[config.mk]
export PLATFORM = sky130hd
export DESIGN_NAME = uart_rx_status
export DESIGN_NICKNAME = d
export VERILOG_FILES = /design/src/rtl/uart_rxs_pkg.sv /design/src/rtl/uart_rxs_sync.sv /design/src/rtl/uart_rxs_shifter.sv /design/src/rtl/uart_rxs_flags.sv /design/src/rtl/uart_rx_status.sv
export SDC_FILE = /design/constraint.sdc
export NUM_CORES = 1
export LEC_CHECK = 0
export ABC_AREA = 1
export BUFFER_PORTS_ARGS = -buffer_cell sky130_fd_sc_hd__buf_2
export CAP_MARGIN = 20
export CORE_AREA = 8 8 66 124
export DETAILED_ROUTE_END_ITERATION = 8
export DIE_AREA = 0 0 74 132
export SYNTH_ARGS = -nofsm -noshare
export SYNTH_HDL_FRONTEND = slang
export SYNTH_SLANG_ARGS = --single-unit
[constraint.sdc]
create_clock -name clk -period 1.45 [get_ports clk]
set_clock_uncertainty 0.05 [all_clocks]
set_input_delay 0.29 -clock clk [delete_from_list [all_inputs] [get_ports clk]]
set_output_delay 0.29 -clock clk [all_outputs]
set_load 0.03 [all_outputs]
[src/rtl/uart_rxs_pkg.sv]
package uart_rxs_pkg;
   typedef enum logic [2:0] {
      RS_IDLE  = 3'd0,
      RS_START = 3'd1,
      RS_DATA  = 3'd2,
      RS_PARB  = 3'd3,
      RS_STOP  = 3'd4
   } rx_state_e;

   // parity error: data XOR received bit XOR odd-select must be 0
   function automatic logic par_mismatch(input logic dpar, input logic pbit, input logic odd);
      return dpar ^ pbit ^ odd;
   endfunction
endpackage

[src/rtl/uart_rxs_sync.sv]
module uart_rxs_sync #(
   parameter int STAGES = 2
) (
   input  logic clk,
   input  logic rst_n,
   input  logic d_in,
   output logic d_out
);
   generate
      if (STAGES == 0) begin : g_bypass
         assign d_out = d_in;
      end else begin : g_chain
         logic [STAGES-1:0] q;
         always_ff @(posedge clk or negedge rst_n) begin
            if (!rst_n) q <= '1;
            else        q <= {q[STAGES-2+((STAGES==1)?1:0):0], d_in} ;
         end
         assign d_out = q[STAGES-1];
      end
   endgenerate
endmodule

[src/rtl/uart_rxs_shifter.sv]
module uart_rxs_shifter
   import uart_rxs_pkg::*;
#(
   parameter int DATA_W = 8,
   parameter int OVS    = 16
) (
   input  logic              clk,
   input  logic              rst_n,
   input  logic              en,
   input  logic              rxd,
   input  logic              par_en,
   input  logic              par_odd,
   output logic              busy,
   output logic              fc,
   output logic [DATA_W-1:0] f_data,
   output logic              f_perr,
   output logic              f_ferr
);
   localparam int CNT_W = $clog2(OVS);
   localparam int BIT_W = $clog2(DATA_W + 1);
   localparam logic [CNT_W-1:0] HALF_M1 = CNT_W'(OVS / 2 - 1);
   localparam logic [CNT_W-1:0] FULL_M1 = CNT_W'(OVS - 1);
   localparam logic [BIT_W-1:0] LAST_B  = BIT_W'(DATA_W - 1);

   generate
      if (OVS < 4 || (OVS % 2) != 0) begin : g_bad_ovs
         $error("OVS must be even and at least 4");
      end
      if (DATA_W < 5 || DATA_W > 9) begin : g_bad_w
         $error("DATA_W must be 5..9");
      end
   endgenerate

   rx_state_e         st;
   logic [CNT_W-1:0]  cnt;
   logic [BIT_W-1:0]  bitn;
   logic [DATA_W-1:0] shreg;
   logic              pbit;
   logic              tick;

   assign tick = (cnt == FULL_M1);

   always_ff @(posedge clk or negedge rst_n) begin
      if (!rst_n) begin
         st     <= RS_IDLE;
         cnt    <= '0;
         bitn   <= '0;
         shreg  <= '0;
         pbit   <= 1'b0;
         busy   <= 1'b0;
         fc     <= 1'b0;
         f_data <= '0;
         f_perr <= 1'b0;
         f_ferr <= 1'b0;
      end else begin
         fc <= 1'b0;
         if (!en) begin
            st   <= RS_IDLE;
            busy <= 1'b0;
            cnt  <= '0;
         end else begin
            unique case (st)
               RS_IDLE: begin
                  cnt <= '0;
                  if (!rxd) st <= RS_START;
               end
               RS_START: begin
                  if (cnt == HALF_M1) begin
                     cnt <= '0;
                     if (!rxd) begin
                        st   <= RS_DATA;
                        busy <= 1'b1;
                        bitn <= '0;
                     end else begin
                        st <= RS_IDLE;
                     end
                  end else begin
                     cnt <= cnt + 1'b1;
                  end
               end
               RS_DATA: begin
                  if (tick) begin
                     cnt   <= '0;
                     shreg <= {rxd, shreg[DATA_W-1:1]};
                     bitn  <= bitn + 1'b1;
                     if (bitn == LAST_B) st <= par_en ? RS_PARB : RS_STOP;
                  end else begin
                     cnt <= cnt + 1'b1;
                  end
               end
               RS_PARB: begin
                  if (tick) begin
                     cnt  <= '0;
                     pbit <= rxd;
                     st   <= RS_STOP;
                  end else begin
                     cnt <= cnt + 1'b1;
                  end
               end
               RS_STOP: begin
                  if (tick) begin
                     cnt    <= '0;
                     st     <= RS_IDLE;
                     busy   <= 1'b0;
                     fc     <= 1'b1;
                     f_data <= shreg;
                     f_ferr <= ~rxd;
                     f_perr <= par_en & par_mismatch(^shreg, pbit, par_odd);
                  end else begin
                     cnt <= cnt + 1'b1;
                  end
               end
               default: st <= RS_IDLE;
            endcase
         end
      end
   end

   AST_BUSY_FALL_COMPLETES: assert property (@(posedge clk) disable iff (!rst_n)
      ($fell(busy) && $past(en)) |-> fc);
   AST_NO_PAR_WHEN_OFF: assert property (@(posedge clk) disable iff (!rst_n)
      (fc && !$past(par_en)) |-> !f_perr);
   AST_BUSY_NEEDS_START: assert property (@(posedge clk) disable iff (!rst_n)
      $rose(busy) |-> !$past(rxd));
endmodule

[src/rtl/uart_rxs_flags.sv]
module uart_rxs_flags #(
   parameter int DATA_W = 8
) (
   input  logic              clk,
   input  logic              rst_n,
   input  logic              ctl_we,
   input  logic              ctl_val,
   input  logic              buf_rd,
   input  logic              fc,
   input  logic [DATA_W-1:0] f_data,
   input  logic              f_perr,
   input  logic              f_ferr,
   output logic              rx_en,
   output logic              done,
   output logic              ovr,
   output logic              perr,
   output logic              ferr,
   output logic [DATA_W-1:0] buf_q
);
   logic wipe;
   logic rd_eff;

   assign wipe   = !rx_en || (ctl_we && !ctl_val);
   assign rd_eff = buf_rd && !ovr;

   always_ff @(posedge clk or negedge rst_n) begin
      if (!rst_n) begin
         rx_en <= 1'b0;
         done  <= 1'b0;
         ovr   <= 1'b0;
         perr  <= 1'b0;
         ferr  <= 1'b0;
         buf_q <= '0;
      end else begin
         if (ctl_we) rx_en <= ctl_val;
         if (wipe) begin
            done <= 1'b0;
            ovr  <= 1'b0;
            perr <= 1'b0;
            ferr <= 1'b0;
         end else if (fc) begin
            if (done && !rd_eff) begin
               ovr <= 1'b1;
            end else begin
               buf_q <= f_data;
               done  <= 1'b1;
               perr  <= f_perr;
               ferr  <= f_ferr;
            end
         end else if (rd_eff) begin
            done <= 1'b0;
            perr <= 1'b0;
            ferr <= 1'b0;
         end
      end
   end

   AST_OFF_CLEAR: assert property (@(posedge clk) disable iff (!rst_n)
      !rx_en |-> !(done || ovr || perr || ferr));
   AST_OVR_IMPLIES_DONE: assert property (@(posedge clk) disable iff (!rst_n)
      ovr |-> done);
   AST_OVR_KEEPS_BUF: assert property (@(posedge clk) disable iff (!rst_n)
      (ovr && rx_en) |=> $stable(buf_q));
   AST_OVR_STICKY: assert property (@(posedge clk) disable iff (!rst_n)
      (ovr && rx_en && !(ctl_we && !ctl_val)) |=> (ovr && done));
   AST_READ_CLEARS: assert property (@(posedge clk) disable iff (!rst_n)
      (buf_rd && !ovr && !fc) |=> !done);
endmodule

[src/rtl/uart_rx_status.sv]
module uart_rx_status #(
   parameter int DATA_W      = 8,
   parameter int OVS         = 16,
   parameter int SYNC_STAGES = 2
) (
   input  logic              clk,
   input  logic              rst_n,
   input  logic              rxd_in,
   input  logic              par_en,
   input  logic              par_odd,
   input  logic              ctl_we,
   input  logic              ctl_val,
   input  logic              buf_rd,
   output logic [DATA_W-1:0] rd_data,
   output logic              rx_en,
   output logic              st_busy,
   output logic              st_done,
   output logic              st_err_sum,
   output logic              st_ovr,
   output logic              st_par,
   output logic              st_frm
);
   logic              rxd_s;
   logic              busy_raw;
   logic              fc;
   logic [DATA_W-1:0] f_data;
   logic              f_perr;
   logic              f_ferr;

   uart_rxs_sync #(.STAGES(SYNC_STAGES)) u_sync (
      .clk(clk), .rst_n(rst_n), .d_in(rxd_in), .d_out(rxd_s)
   );

   uart_rxs_shifter #(.DATA_W(DATA_W), .OVS(OVS)) u_shift (
      .clk(clk), .rst_n(rst_n), .en(rx_en), .rxd(rxd_s),
      .par_en(par_en), .par_odd(par_odd), .busy(busy_raw), .fc(fc),
      .f_data(f_data), .f_perr(f_perr), .f_ferr(f_ferr)
   );

   uart_rxs_flags #(.DATA_W(DATA_W)) u_flags (
      .clk(clk), .rst_n(rst_n), .ctl_we(ctl_we), .ctl_val(ctl_val),
      .buf_rd(buf_rd), .fc(fc), .f_data(f_data), .f_perr(f_perr),
      .f_ferr(f_ferr), .rx_en(rx_en), .done(st_done), .ovr(st_ovr),
      .perr(st_par), .ferr(st_frm), .buf_q(rd_data)
   );

   assign st_busy    = busy_raw & rx_en;
   assign st_err_sum = st_ovr | st_par | st_frm;

   AST_ERRSUM_TRACKS_PAR: assert property (@(posedge clk) disable iff (!rst_n)
      $rose(st_par) |-> st_err_sum);
endmodule

Yosys cells after proc, flatten, opt, wreduce, memory -nomap -nowiden
Index checks and enable logic that the tools add are counted.
{"block": "word_totals", "out_inout_bits": 15, "latch_bits": 0, "regBits": 47, "n_memories": 0, "inputBits": 8, "ramBits": 0, "word_cells": 111, "rom_bits": 0}
{"block": "op_classes", "n_eq_ne": 20, "multipliers": 0, "shifts": 0, "bitwise_logic": 9, "n_reduce_logical": 24, "n_div": 0, "n_lt_le_gt_ge": 0, "n_mux": 39, "n_addsub": 2}
{"op": "3-bit 2-to-1 mux", "count": 8}
{"op": "4-bit 2-to-1 mux", "count": 6}
{"op": "3-bit != test (second input constant)", "count": 8}
{"op": "1-bit 2-to-1 mux", "count": 20}
{"op": "3-bit one-hot mux with 5 select lines", "count": 1}
{"op": "4-bit one-hot mux with 3 select lines", "count": 1}
{"op": "3-bit AND reduction", "count": 4}
{"op": "4-bit by 1-bit adder with 4-bit output (second input constant)", "count": 2}
{"op": "4-bit by 3-bit equality test with 1-bit output (second input constant)", "count": 2}
{"op": "4-bit one-hot mux with 2 select lines", "count": 1}
{"op": "8-bit XOR reduction", "count": 1}
{"op": "3-bit by 2-bit equality test with 1-bit output (second input constant)", "count": 2}
{"op": "6-bit AND reduction", "count": 1}
{"op": "2-bit nonzero test", "count": 3}
{"op": "5-bit AND reduction", "count": 1}
{"op": "4-bit equality test (second input constant)", "count": 1}
{"op": "1-bit zero test", "count": 4}
{"op": "2-bit by 1-bit != test with 1-bit output (second input constant)", "count": 2}
{"op": "4-bit != test (second input constant)", "count": 1}
{"op": "2-bit AND reduction", "count": 2}
{"op": "4-bit AND reduction", "count": 1}
{"op": "3-bit by 1-bit equality test with 1-bit output (second input constant)", "count": 1}
{"op": "3-bit equality test (second input constant)", "count": 1}
{"op": "1-bit logical AND", "count": 3}
{"op": "other kinds (12)", "count": 17}

Longest topological paths before layout
Gate-level depths: netlist of the first run.
{"block": "logic_depth", "depth_word": 7, "ltp_mapped": 10, "mapped_depth_nobuf": 10}

Cells and area by module
Synthesis of the first run repeated with hierarchy kept, for this count alone.
{"block": "hier_totals", "hier_cells": 288, "hier_area_um2": 2464.9}
{"module": "uart_rxs_shifter", "area_per_inst_um2": 1815.5, "n_inst": 1, "cells_per_inst": 217}
{"module": "uart_rxs_flags", "area_per_inst_um2": 578.1, "n_inst": 1, "cells_per_inst": 64}
{"module": "uart_rxs_sync", "area_per_inst_um2": 52.6, "n_inst": 1, "cells_per_inst": 2}
{"module": "uart_rx_status", "area_per_inst_um2": 18.8, "n_inst": 1, "cells_per_inst": 5}

Least setup slack after synthesis of the first run
Ideal clock, no wire load.
{"block": "synth_path", "path_type": "register to register", "start": "reg u_flags.rx_en", "end": "reg u_flags.buf_q[0]", "synth_period_minus_slack_ns": 1.488, "arrival_time_ns": 1.320, "slack_ns": -0.038, "stages_incl_launch_ff": 8, "n_path_buf": 0, "required_ns": 1.282, "setup_ns": 0.118, "path_cell_list": "dfrtp_1 -> inv_2 -> a21oi_2 -> inv_2 -> nor2_2 -> nand2_1 -> nand2_1 -> nand2_1"}
{"block": "synth_between", "elab_chain_len": 4}
{"element": "from (decl)", "line": "uart_rxs_flags.sv:13", "text": "output logic rx_en,"}
{"element": "from (signal assigned)", "line": "uart_rxs_flags.sv:35", "text": "if (ctl_we) rx_en <= ctl_val;"}
{"element": "1-bit zero test"}
{"element": "1-bit logical OR", "line": "uart_rxs_flags.sv:23", "text": "assign wipe = !rx_en || (ctl_we && !ctl_val);"}
{"element": "1-bit NOT (no line)"}
{"element": "3-bit AND reduction (no line)"}
{"element": "to (signal assigned)", "line": "uart_rxs_flags.sv:45", "text": "buf_q <= f_data;"}
{"element": "to (decl)", "line": "uart_rxs_flags.sv:18", "text": "output logic [DATA_W-1:0] buf_q"}
No other way between the ends.
A chain may end at the register's enable or synchronous reset.

Final worst setup path of the first run
{"block": "layout_path", "start": "reg u_shift.st[1]", "end": "reg u_shift.bitn[2]"}
{"block": "layout_between", "elab_chain_len": 3, "word_cells_on_any_way": 8}
{"element": "from (decl)", "line": "uart_rxs_shifter.sv:34", "text": "rx_state_e st;"}
{"element": "from (signal assigned)", "line": "uart_rxs_shifter.sv:86", "text": "if (bitn == LAST_B) st <= par_en ? RS_PARB : RS_STOP;"}
{"element": "3-bit by 2-bit equality test with 1-bit output / 3-bit by 1-bit equality test with 1-bit output (equally long branches)", "line": "uart_rxs_shifter.sv:62", "text": "unique case (st)"}
{"element": "2-bit by 1-bit != test with 1-bit output (no line), or another cell as far along"}
{"element": "5-bit AND reduction (no line)"}
{"element": "to (signal assigned)", "line": "uart_rxs_shifter.sv:85", "text": "bitn <= bitn + 1'b1;"}
{"element": "to (decl)", "line": "uart_rxs_shifter.sv:36", "text": "logic [BIT_W-1:0] bitn;"}
Parallel ways exist; a longest one is shown, timed or not.

==> run_results.csv, run 1 <==
group,metric,value,unit
grt,grt_pass1_vias,1659,
die,floorplan.initialDensity,0.3389,
grt,overflow,0,
routing,antenna_violating_nets_post_route,0,
cells_and_area,layout-area-overhead-vs-synth,31.48,%
grt,total_track_usage,0.1008,
place,preCtsSetupSlack,-0.03513,ns
synthesis,seq_area_frac_synth,0.5295,
routing,avgRoutedWirePerCell,12.07,um
pwr,netSwitchingFraction,0.2965,
grt,grt_max_degree,48,
sta,fin_setup_tns,-0.1070,ns
synthesis,post_synth_num_cell_types,30,
pwr,intPower,2351,uW
run_status,failed_checks,"setup timing",
cts,clock_tree_from_tritoncts,"yes",
die,design.die.area,9768,um^2
pwr,clock_power_share,0.356,
die,floorplan.core_area,6569,um^2
place,gp_routability_congestion,0.8562,
worst_setup_path,path_class,"reg2reg",
routing,detail_route.vias_per_cell,4.537,
grt,wire_length_of_the_first_global_routing_pass,7645,um
sta,grt_setup_unrepaired,"yes",
routing,drcViolationCount,0,
cts,root_buffer,"clkbuf_16",
pwr,power_density,1142,nW/um^2
cells_and_area,antenna_diodes,0,
cells_and_area,layout.cells.most_common_list,"nand2_1, dfrtp_1, inv_1",
worst_setup_path,worst-path-max-fanout,6,
worst_setup_path,critical_path_required,1.60,ns
routing,detailed_route_wl,4902,um
sta,fin_ws,-0.05719,ns
synthesis,mappedNetlistArea,2226,um^2
cts,cts.clk_slew.worst_paths,0.07,ns
worst_setup_path,launching_element_type_of_the_critical_path,"register",
sta,final_period_util,1.039,
sta,fmaxAchievable,0.6635,GHz
worst_setup_path,timing.critical_path.slowest_stage_cell,"dfrtp_2",
cells_and_area,register_area,1184,um^2
synthesis,syn-mean-instance-area,8.275,um^2
sta,setup_viol,4,
synthesis,yosysTopAreaCellShare,0.5059,
synthesis,postSynthRegisterBits,47,
pwr,switchingPower,990.6,uW
cells_and_area,final_layout_size_suffix_gt1_frac,0.2893,
worst_setup_path,cp_data_arrival_time,1.65,ns
sta,worst-slew-pin-transition,0.2774,ns
synthesis,syn-num-nets,279,
sta,drv_slew,0,
job,maxcap_violations,0,
run_status,run_status,"complete, but fails checks",
sta,finalCriticalPeriod,1.507,ns
cells_and_area,final_common_cell,"nand2_1",
die,die-height,132,um
routing,detailedRoute.firstPassIterationCount,4,
hold_path,timing.hold.worst.class,"in2reg",
cts,numCtsBuffers,5,
synthesis,yosys-top-cells-area,"dfrtp_1, nand2_1, nand3_1",
pwr,cellLeakagePower,0.001434,uW
worst_setup_path,cp-end-kind,"register",
cts,clock-sinks,47,
grt,grt_antenna_before_repair,0,
worst_setup_path,critical_path.cell_chain,"nor3_4, nand2_2, nand2_2, nand3_4, o31ai_2",
place,post-dp-hpwl,3463,um
cts,ctsLongestPathBuffers,2,
sta,hold_viol,0,
cells_and_area,final.fill_count,647,
sta,timing.max_slew.rel_slack,0.8145,
place,count_of_input_and_output_buffers,22,
synthesis,yosysWarningCount,0,
die,die_width,74,um
pwr,pwr-share-seq,0.425,
cells_and_area,multiInputGateArea,1032,um^2
pwr,combinationalPowerShare,0.218,
cts,cts_htree_levels,2,
die,io_pins,23,
routing,initialDrtViolationCount,76,
worst_setup_path,most_used_cell_cp,"nand2_2",
cts,clkLatencyLatePin,0.29,ns
cells_and_area,design.final.nets,327,
routing,routed-via-count,1842,
die,row_count,42,
synthesis,yosysTopAreaCell,"dfrtp_1",
synthesis,post_synth_inst_count,269,
worst_setup_path,critical_path.max_stage_delay,0.46,ns
pwr,vdd_ir_drop_max,0.0007319,V
logic make-up after synthesis:
logic type	Yosys count	synth area share
flops	47	0.5295
compound gates	41	0.1029
buf+inv	35	0.06239
simple gates	139	0.2738
xor+xnor	4	0.01574
fa+ha+maj	2	0.01124
mux	1	0.004497
worst paths after layout:
| check | from | endpoint | slack, ns | cells after the start |
|---|---|---|---|---|
| min reg2reg | u_sync.g_chain.q[0]$_DFF_PN1_ | u_sync.g_chain.q[1]$_DFF_PN1_ | 0.30 | 0 |
| max reg2reg | u_shift.st[1]$_DFFE_PN0P_ | u_shift.bitn[2]$_DFFE_PN0P_ | -0.06 | 5 |
| max in group asynchronous | rst_n | u_sync.g_chain.q[0]$_DFF_PN1_ | 0.60 | 3 |
| max | u_shift.st[1]$_DFFE_PN0P_ | u_shift.bitn[2]$_DFFE_PN0P_ | -0.06 | 5 |
| min in group asynchronous | rst_n | u_shift.shreg[0]$_DFFE_PN0P_ | 0.46 | 3 |
| min | rxd_in | u_sync.g_chain.q[0]$_DFF_PN1_ | 0.05 | 1 |
layout make-up:
class	instances	area share
Clock buffer	6	0.04746
Clock inverter	2	0.005558
Inverter	30	0.04019
Multi-Input combinational cell	187	0.3527
Sequential cell	47	0.4044
Tap cell	88	0.03762
Timing Repair Buffer	46	0.1120
synthesized netlist by cell type, drive strengths merged:
master  instances
a21oi           9
buf             4
clkbuf          1
dfrtp          45
dfstp           2
ha              2
inv            30
mux2i           1
nand2          97
nand3          24
nand3b          1
nand4           2
nor2           13
nor3            2
o211ai          1
o21a            2
o21ai          27
o31ai           2
xnor2           1
xor2            3
power groups by stage:
| stage | combinational, uW | clock, uW | sequential (uW) |
|---|---|---|---|
| detailed placement | 522 | 0 | 1430 |
| floorplan | 326 | 0 | 1440 |
| finish | 730 | 1190 | 1420 |
| global route | 797 | 1280 | 1420 |
| CTS | 553 | 1230 | 1410 |
| global placement | 515 | 0 | 1430 |
worst max-delay path: cells and delay by family (launching register included):
family / cells / cell delay, ns
DFF: 1 / 0.46
AOI/OAI and AO/OA: 1 / 0.22
and+or+nand+nor: 4 / 0.69
registers in the layout, indices dropped and copies added (netlist names):
signal / cells
u_shift.busy: 1
u_shift.st: 3
u_flags.perr: 1
u_shift.fc: 1
u_shift.f_perr: 1
u_flags.ovr: 1
u_flags.buf_q: 8
u_flags.done: 1
u_shift.bitn: 4
u_shift.f_ferr: 1
u_shift.f_data: 8
u_flags.ferr: 1
u_shift.cnt: 4
u_sync.g_chain.q: 2
u_shift.pbit: 1
u_shift.shreg: 8
u_flags.rx_en: 1
metal layers:
| metal | routed length (um) | up-vias | track usage |
|---|---|---|---|
| met3 | 210 | 9 | 0.02515 |
| met2 | 2700 | 26 | 0.1718 |
| met4 | 162 | 0 | 0.06166 |
| li1 | - | 958 | - |
| met1 | 1829 | 849 | 0.1042 |
| met5 | 0 | - | 0 |
through the flow:
step	instances	total power [uW]	hold slack (ns)	util	area, um^2
floorplan	269	1762	-0.05559	-	2227
global placement	385	1940	0.2417	0.3850	2529
detailed placement	385	1949	0.2466	0.3850	2529
CTS	394	3188	0.03991	0.4143	2721
global route	406	3499	0.04302	0.4455	2927
finish	406	3341	0.04984	0.4455	2927
repair_timing:
action | CTS | global route
resized for setup | 7 | 27
endpoints found under the hold margin | 45 | 0
hold buffers | 1 | 0
pin swaps | 0 | 9
setup buffers | 0 | 12
setup endpoints to repair | 10 | 29
No activity file was read; power rests on OpenSTA's default activity.
==> inputs of run 2 (changes only) <==
ABC_AREA = 0   (was 1)
==> run 2 against run 1 <==
Compared with the run above:
- first-iteration DRC count grew 2.6%
- largest power group unchanged
- maximum frequency is 15% lower
- largest cell class unchanged
- final cell count down 12%
- the run still ends with setup timing left
- critical endpoint is now u_shift.bitn[3]$_DFFE_PN0P_
- clock-buffer cell count is 1 lower
==> run_results.csv, run 2 <==
group,metric,value,unit
grt,grt_antenna_before_repair,0,
cells_and_area,final_layout_size_suffix_gt1_frac,0.5836,
die,design.die.area,9768,um^2
worst_setup_path,cp-end-kind,"register",
worst_setup_path,critical-path-top-delay-family,"simple AND/OR/NAND/NOR gates",
routing,drcViolationCount,0,
cts,root_buffer,"clkbuf_16",
routing,antenna_violating_nets_post_route,0,
place,placed_cells,333,
routing,detailedRoute.firstPassIterationCount,4,
job,maxcap_violations,0,
routing,detail_route.vias_per_cell,4.824,
synthesis,yosysTopAreaCellShare,0.5117,
synthesis,mappedNetlistArea,2201,um^2
synthesis,post_synth_inst_count,186,
cts,clock_tree_from_tritoncts,"yes",
sta,fmaxAchievable,0.5643,GHz
synthesis,syn-mean-instance-area,11.83,um^2
worst_setup_path,launching_element_type_of_the_critical_path,"register",
sta,setup_viol,38,
worst_setup_path,critical_path.cell_chain,"buf_6, or3_1, a211o_1, or4_1, nand2_1",
synthesis,yosysTopAreaCell,"dfrtp_1",
grt,grt_max_degree,34,
cells_and_area,postLayoutCellArea,3299,um^2
pwr,pwr-share-seq,0.436,
worst_setup_path,path_class,"reg2reg",
cts,clkLatencyLatePin,0.29,ns
sta,hold_viol,0,
pwr,intPower,2366,uW
worst_setup_path,path_buf_inv,1,
synthesis,yosysWarningCount,0,
cts,cts.clk_slew.worst_paths,0.07,ns
cts,ctsLongestPathBuffers,2,
cts,clock-sinks,47,
sta,timing.max_slew.rel_slack,0.7366,
sta,finalCriticalPeriod,1.772,ns
die,die_width,74,um
sta,fin_ws,-0.3222,ns
synthesis,synthMostInstantiatedCell,"dfrtp_1",
synthesis,seq_area_frac_synth,0.5355,
cells_and_area,layout-area-overhead-vs-synth,49.91,%
pwr,clock_power_share,0.434,
synthesis,postSynthRegisterBits,47,
cells_and_area,antenna_diodes,0,
worst_setup_path,cp_data_arrival_time,1.96,ns
worst_setup_path,timing.critical_path.depth,5,
hold_path,timing.hold.worst.class,"in2reg",
cells_and_area,fin_cells,357,
worst_setup_path,critical_path.max_stage_delay,0.44,ns
routing,initialDrtViolationCount,78,
sta,final_period_util,1.222,
hold_path,min_delay_path_depth,1,
worst_setup_path,worst-path-max-fanout,6,
pwr,switchingPower,721.7,uW
synthesis,syn-num-nets,196,
cts,cts_htree_levels,2,
cells_and_area,top_regs,"u_flags.buf_q (8), u_shift.f_data (8), u_shift.shreg (8)",
die,die-height,132,um
die,floorplan.initialDensity,0.3350,
routing,avgRoutedWirePerCell,14.27,um
grt,grt_pass1_vias,1847,
grt,wire_length_of_the_first_global_routing_pass,8459,um
cells_and_area,final_common_cell,"dfrtp_1",
worst_setup_path,critical_path_required,1.64,ns
sta,grt_setup_unrepaired,"yes",
pwr,netSwitchingFraction,0.2337,
die,io_pins,23,
pwr,power_density,935.9,nW/um^2
grt,overflow,0,
place,detailed_place.area,2808,um^2
synthesis,synth_top_cells_by_count,"dfrtp_1, mux2_2, nor2_1, nand2_1, o21ai_0",
place,post-dp-hpwl,3622,um
pwr,combinationalPowerShare,0.130,
synthesis,synth_edf_count,0,
cells_and_area,design.final.nets,278,
worst_setup_path,r2r_cells,5,
place,gp_routability_congestion,0.8381,
die,floorplan.core_area,6569,um^2
cells_and_area,layout.cells.most_common_list,"dfrtp_1, buf_4, buf_2",
synthesis,synth-async-reset-ratio,1.000,
pwr,vdd_ir_drop_max,0.0004837,V
synthesis,postSynth.topFlopCell,"dfrtp_1",
run_status,failed_checks,"setup timing",
run_status,run_status,"complete, but fails checks",
routing,detailed_route_wl,5095,um
sta,fin_setup_tns,-6.565,ns
routing,routed-via-count,1722,
sta,drv_slew,0,
synthesis,yosys-top-cells-area,"dfrtp_1, mux2_2, xnor2_1",
worst_setup_path,timing.critical_path.slowest_stage_cell,"dfrtp_2",
pwr,cellLeakagePower,0.001611,uW
sta,worst-slew-pin-transition,0.3952,ns
pwr,finalPower,3088,uW
cts,numCtsBuffers,5,
cells_and_area,fin_util,0.5023,
die,row_count,42,
synthesis,post_synth_num_cell_types,42,
grt,total_track_usage,0.1125,
place,count_of_input_and_output_buffers,22,
[run 2: cell types whose count changed in the layout (fill, tap and decap cells not counted), moves of 4 or more]
cell,change
buf_4,+20
mux2_2,+19
mux2_4,+9
buf_6,+17
inv_1,-18
or4_1,+4
inv_2,-5
o21ai_1,-19
xnor2_1,+6
a21boi_1,+4
nand3_1,-18
nand2_1,-84
[run 2: timing repair]
| action | in CTS | in global routing |
|---|---|---|
| hold buffers | 1 | 0 |
| gates resized for setup | 25 | 31 |
| endpoints found under the hold margin | 12 | 0 |
| pin swaps | 16 | 16 |
| setup endpoints to repair | 32 | 42 |
| setup buffers | 8 | 8 |
[run 2: final cells by class]
cell class	count	area, um^2
clock inverters	3	47.55
flip-flops and latches	47	1184
fillers	575	3269
well taps	88	110.1
clock buffers	5	125.1
inverters	6	25.02
repair buffers	83	684.4
multi-input cells	125	1124
[run 2: kinds of logic (layout without fill, tap and decap cells)]
logic type                 after synthesis  count (layout)  synth area share
AOI/OAI and AO/OA                       31              31           0.09266
xor gates and xnor gates                 9               9           0.03582
adders and majority gates                2               2           0.01137
buffers and inverters                   14              97           0.03467
DFF                                     47              47            0.5355
muxes                                   29              29            0.1478
and+or+nand+nor                         54              54            0.1421
[run 2: through the flow]
step	hold WS [ns]	setup WS, ns
after CTS	0.02867	-0.3097
after global placement	0.1785	-0.3105
after detailed placement	0.1877	-0.3133
final	0.04077	-0.3222
after floorplan	-0.05559	-0.2370
after global routing	0.03474	-0.3981
[run 2: layer usage]
metal,part of all wire,vias up,GRT usage
met5,0,-,0
met4,0.037,0,0.07511
met3,0.024,12,0.02439
met2,0.58,19,0.2062
met1,0.36,870,0.1025
li1,-,821,-
[run 2: power groups by stage]
stage | clock network [uW] | registers (uW) | logic, uW
finish | 1340 | 1350 | 401
global route | 1440 | 1350 | 434
CTS | 1390 | 1340 | 342
detailed placement | 0 | 1370 | 295
global placement | 0 | 1370 | 293
floorplan | 0 | 1380 | 138
[run 2: worst register-to-register path: stages, from the launching register on]
cell	delay, ns
dfrtp_2	0.44
buf_6	0.14
or3_1	0.34
a211o_1	0.28
or4_1	0.40
nand2_1	0.07
[run 2: worst paths after layout]
path | start | to | slack (ns)
worst max-delay path | u_shift.st[1]$_DFFE_PN0P_ | u_shift.bitn[3]$_DFFE_PN0P_ | -0.32
worst min-delay path | rxd_in | u_sync.g_chain.q[0]$_DFF_PN1_ | 0.04
worst max register to register | u_shift.st[1]$_DFFE_PN0P_ | u_shift.bitn[3]$_DFFE_PN0P_ | -0.32
worst min register to register | u_sync.g_chain.q[0]$_DFF_PN1_ | u_sync.g_chain.q[1]$_DFF_PN1_ | 0.31
max in group asynchronous | rst_n | u_flags.ovr$_DFFE_PN0P_ | 0.42
min in group asynchronous | rst_n | u_flags.buf_q[5]$_DFFE_PN0P_ | 0.40
==> inputs of run 3 (changes only) <==
CELL_PAD_IN_SITES_DETAIL_PLACEMENT = 1   (was not set)
CELL_PAD_IN_SITES_GLOBAL_PLACEMENT = 2   (was not set)
PLACE_DENSITY_LB_ADDON = 0.1   (was not set)
==> run 3 against run 2 <==
Compared with the run above:
- the run still ends with setup timing left
- critical path depth did not move
- global-route usage rose by 2.0 points
- maximum frequency barely moved
- clock power barely moved
- first-iteration DRC count fell by 26%
- worst hold slack improved by 0.0063 ns
- sequential power barely moved
- clock-buffer cell count rose by 1
- via count fell by 2.6%
==> run_results.csv, run 3 (same netlist as run 2, synthesis figures left out) <==
group,metric,value,unit
run_status,failed_checks,"setup timing",
die,floorplan.core_area,6569,um^2
sta,fin_ws,-0.3225,ns
place,detailed_place.area,2753,um^2
cells_and_area,final_layout_size_suffix_gt1_frac,0.5670,
cts,cts.clk_slew.worst_paths,0.06,ns
die,io_pins,23,
cts,cts_htree_levels,2,
die,die-height,132,um
sta,final_period_util,1.222,
routing,avgRoutedWirePerCell,16.75,um
hold_path,worstHoldStart,"rxd_in",
die,design.die.area,9768,um^2
pwr,finalPower,3042,uW
worst_setup_path,regToRegEndpoint,"u_shift.st[1]$_DFFE_PN0P_",
worst_setup_path,launch_point_of_the_critical_path,"u_shift.st[1]$_DFFE_PN0P_",
cells_and_area,top_regs,"u_flags.buf_q (8), u_shift.f_data (8), u_shift.shreg (8)",
routing,detail_route.vias_per_cell,4.805,
worst_setup_path,critical-path-top-delay-family,"simple AND/OR/NAND/NOR gates",
run_status,run_status,"complete, but fails checks",
cells_and_area,final_common_cell,"buf_4",
cts,clock-sinks,47,
sta,setup_viol,31,
cells_and_area,layout-area-overhead-vs-synth,45.82,%
worst_setup_path,path_class,"reg2reg",
sta,final.hold.worst_slack,0.04707,ns
pwr,cellLeakagePower,0.001571,uW
worst_setup_path,critical_path.cell_chain,"or2_4, a21oi_4, a311oi_4, or4_4, a21boi_2",
cts,clkLatencyLatePin,0.29,ns
hold_path,hold-path-endpoint,"u_sync.g_chain.q[0]$_DFF_PN1_",
grt,wire_length_of_the_first_global_routing_pass,9687,um
place,count_of_input_and_output_buffers,22,
sta,finalCriticalPeriod,1.773,ns
die,die_width,74,um
worst_setup_path,critical_path_required,1.61,ns
place,gp_routability_congestion,0.8056,
place,preCtsSetupSlack,-0.4306,ns
worst_setup_path,timing.critical_path.slowest_stage_cell,"or4_4",
cts,ctsLongestPathBuffers,2,
die,row_count,42,
die,floorplan.initialDensity,0.3350,
sta,grt_setup_unrepaired,"yes",
worst_setup_path,timing.critical_path.depth,5,
cts,root_buffer,"clkbuf_16",
cts,clock_tree_from_tritoncts,"yes",
cells_and_area,final.fill_count,724,
grt,total_track_usage,0.1324,
grt,grt_antenna_before_repair,0,
sta,fmaxAchievable,0.5642,GHz
pwr,vdd_ir_drop_max,0.0004620,V
routing,initialDrtViolationCount,58,
cells_and_area,multiInputGateArea,1130,um^2
worst_setup_path,setup.reg_to_reg.worst_slack,-0.32,ns
routing,drcViolationCount,0,
worst_setup_path,worst_reg2reg_path_startpoint,"u_shift.st[1]$_DFFE_PN0P_",
routing,detailedRoute.firstPassIterationCount,3,
cells_and_area,register_area,1184,um^2
worst_setup_path,r2r_cells,5,
cells_and_area,layout.cells.most_common_list,"buf_4, dfrtp_1, buf_2",
cells_and_area,antenna_diodes,0,
cells_and_area,design.final.nets,270,
sta,hold_viol,0,
worst_setup_path,cp_data_arrival_time,1.93,ns
sta,timing.max_slew.rel_slack,0.7433,
routing,routed-via-count,1677,
place,post-dp-hpwl,4153,um
sta,drv_slew,0,
grt,grt_max_degree,48,
worst_setup_path,path_buf_inv,0,
routing,detailed_route_wl,5847,um
worst_setup_path,cp-end-kind,"register",
routing,antenna_violating_nets_post_route,0,
worst_setup_path,worst-path-max-fanout,8,
sta,fin_setup_tns,-6.017,ns
sta,worst-slew-pin-transition,0.3850,ns
hold_path,timing.hold.worst.class,"in2reg",
grt,grt_pass1_vias,1932,
hold_path,min_delay_path_depth,1,
pwr,power_density,947.7,nW/um^2
worst_setup_path,launching_element_type_of_the_critical_path,"register",
job,maxcap_violations,0,
grt,overflow,0,
cts,numCtsBuffers,5,
worst_setup_path,critical_path.max_stage_delay,0.51,ns
cells_and_area,postLayoutCellArea,3209,um^2
==> run 3: layout make-up <==
| type | instances | share of cell area |
|---|---|---|
| flip-flops and latches | 47 | 0.3688 |
| multi-input cells | 125 | 0.3520 |
| repair buffers | 75 | 0.1828 |
| clock buffers | 6 | 0.04327 |
| well taps | 88 | 0.03431 |
| clock inverters | 2 | 0.01092 |
| inverters | 6 | 0.007797 |
==> run 3: worst max path at each step <==
stage,slack [ns],endpoint
finish,-0.32,u_shift.st[1]$_DFFE_PN0P_
global route,-0.39,u_shift.st[1]$_DFFE_PN0P_
CTS,-0.35,u_shift.st[1]$_DFFE_PN0P_
detailed placement,-0.43,u_shift.st[1]$_DFFE_PN0P_
global placement,-0.31,u_shift.st[1]$_DFFE_PN0P_
floorplan,-0.24,u_shift.bitn[3]$_DFFE_PN0P_
==> run 3: where the power goes <==
| group | switching (uW) | internal, uW |
|---|---|---|
| clock network | 484 | 857 |
| registers | 23.9 | 1330 |
| logic | 168 | 177 |
| total | 676 | 2370 |
==> run 3: per-layer routing <==
layer / global-route usage / share of wire / wire length [um] / vias up
met5: 0 / 0 / 0 / -
met4: 0.06390 / 0.024 / 139 / 0
met3: 0.02820 / 0.025 / 144 / 10
met2: 0.2549 / 0.62 / 3637 / 16
met1: 0.1194 / 0.33 / 1926 / 849
li1: - / - / - / 802
==> run 3: metrics by stage <==
| stage | utilization | cells |
|---|---|---|
| after floorplan | - | 186 |
| after global placement | 0.4190 | 324 |
| after detailed placement | 0.4190 | 324 |
| after CTS | 0.4754 | 344 |
| after global routing | 0.4886 | 349 |
| final | 0.4886 | 349 |
==> run 3: repair_timing <==
action,4_1_cts,5_1_grt
resized for setup,28,16
endpoints found under the hold margin,45,0
pin swaps,5,10
endpoints found under the setup margin,40,37
buffers inserted,11,6
hold buffers,1,0
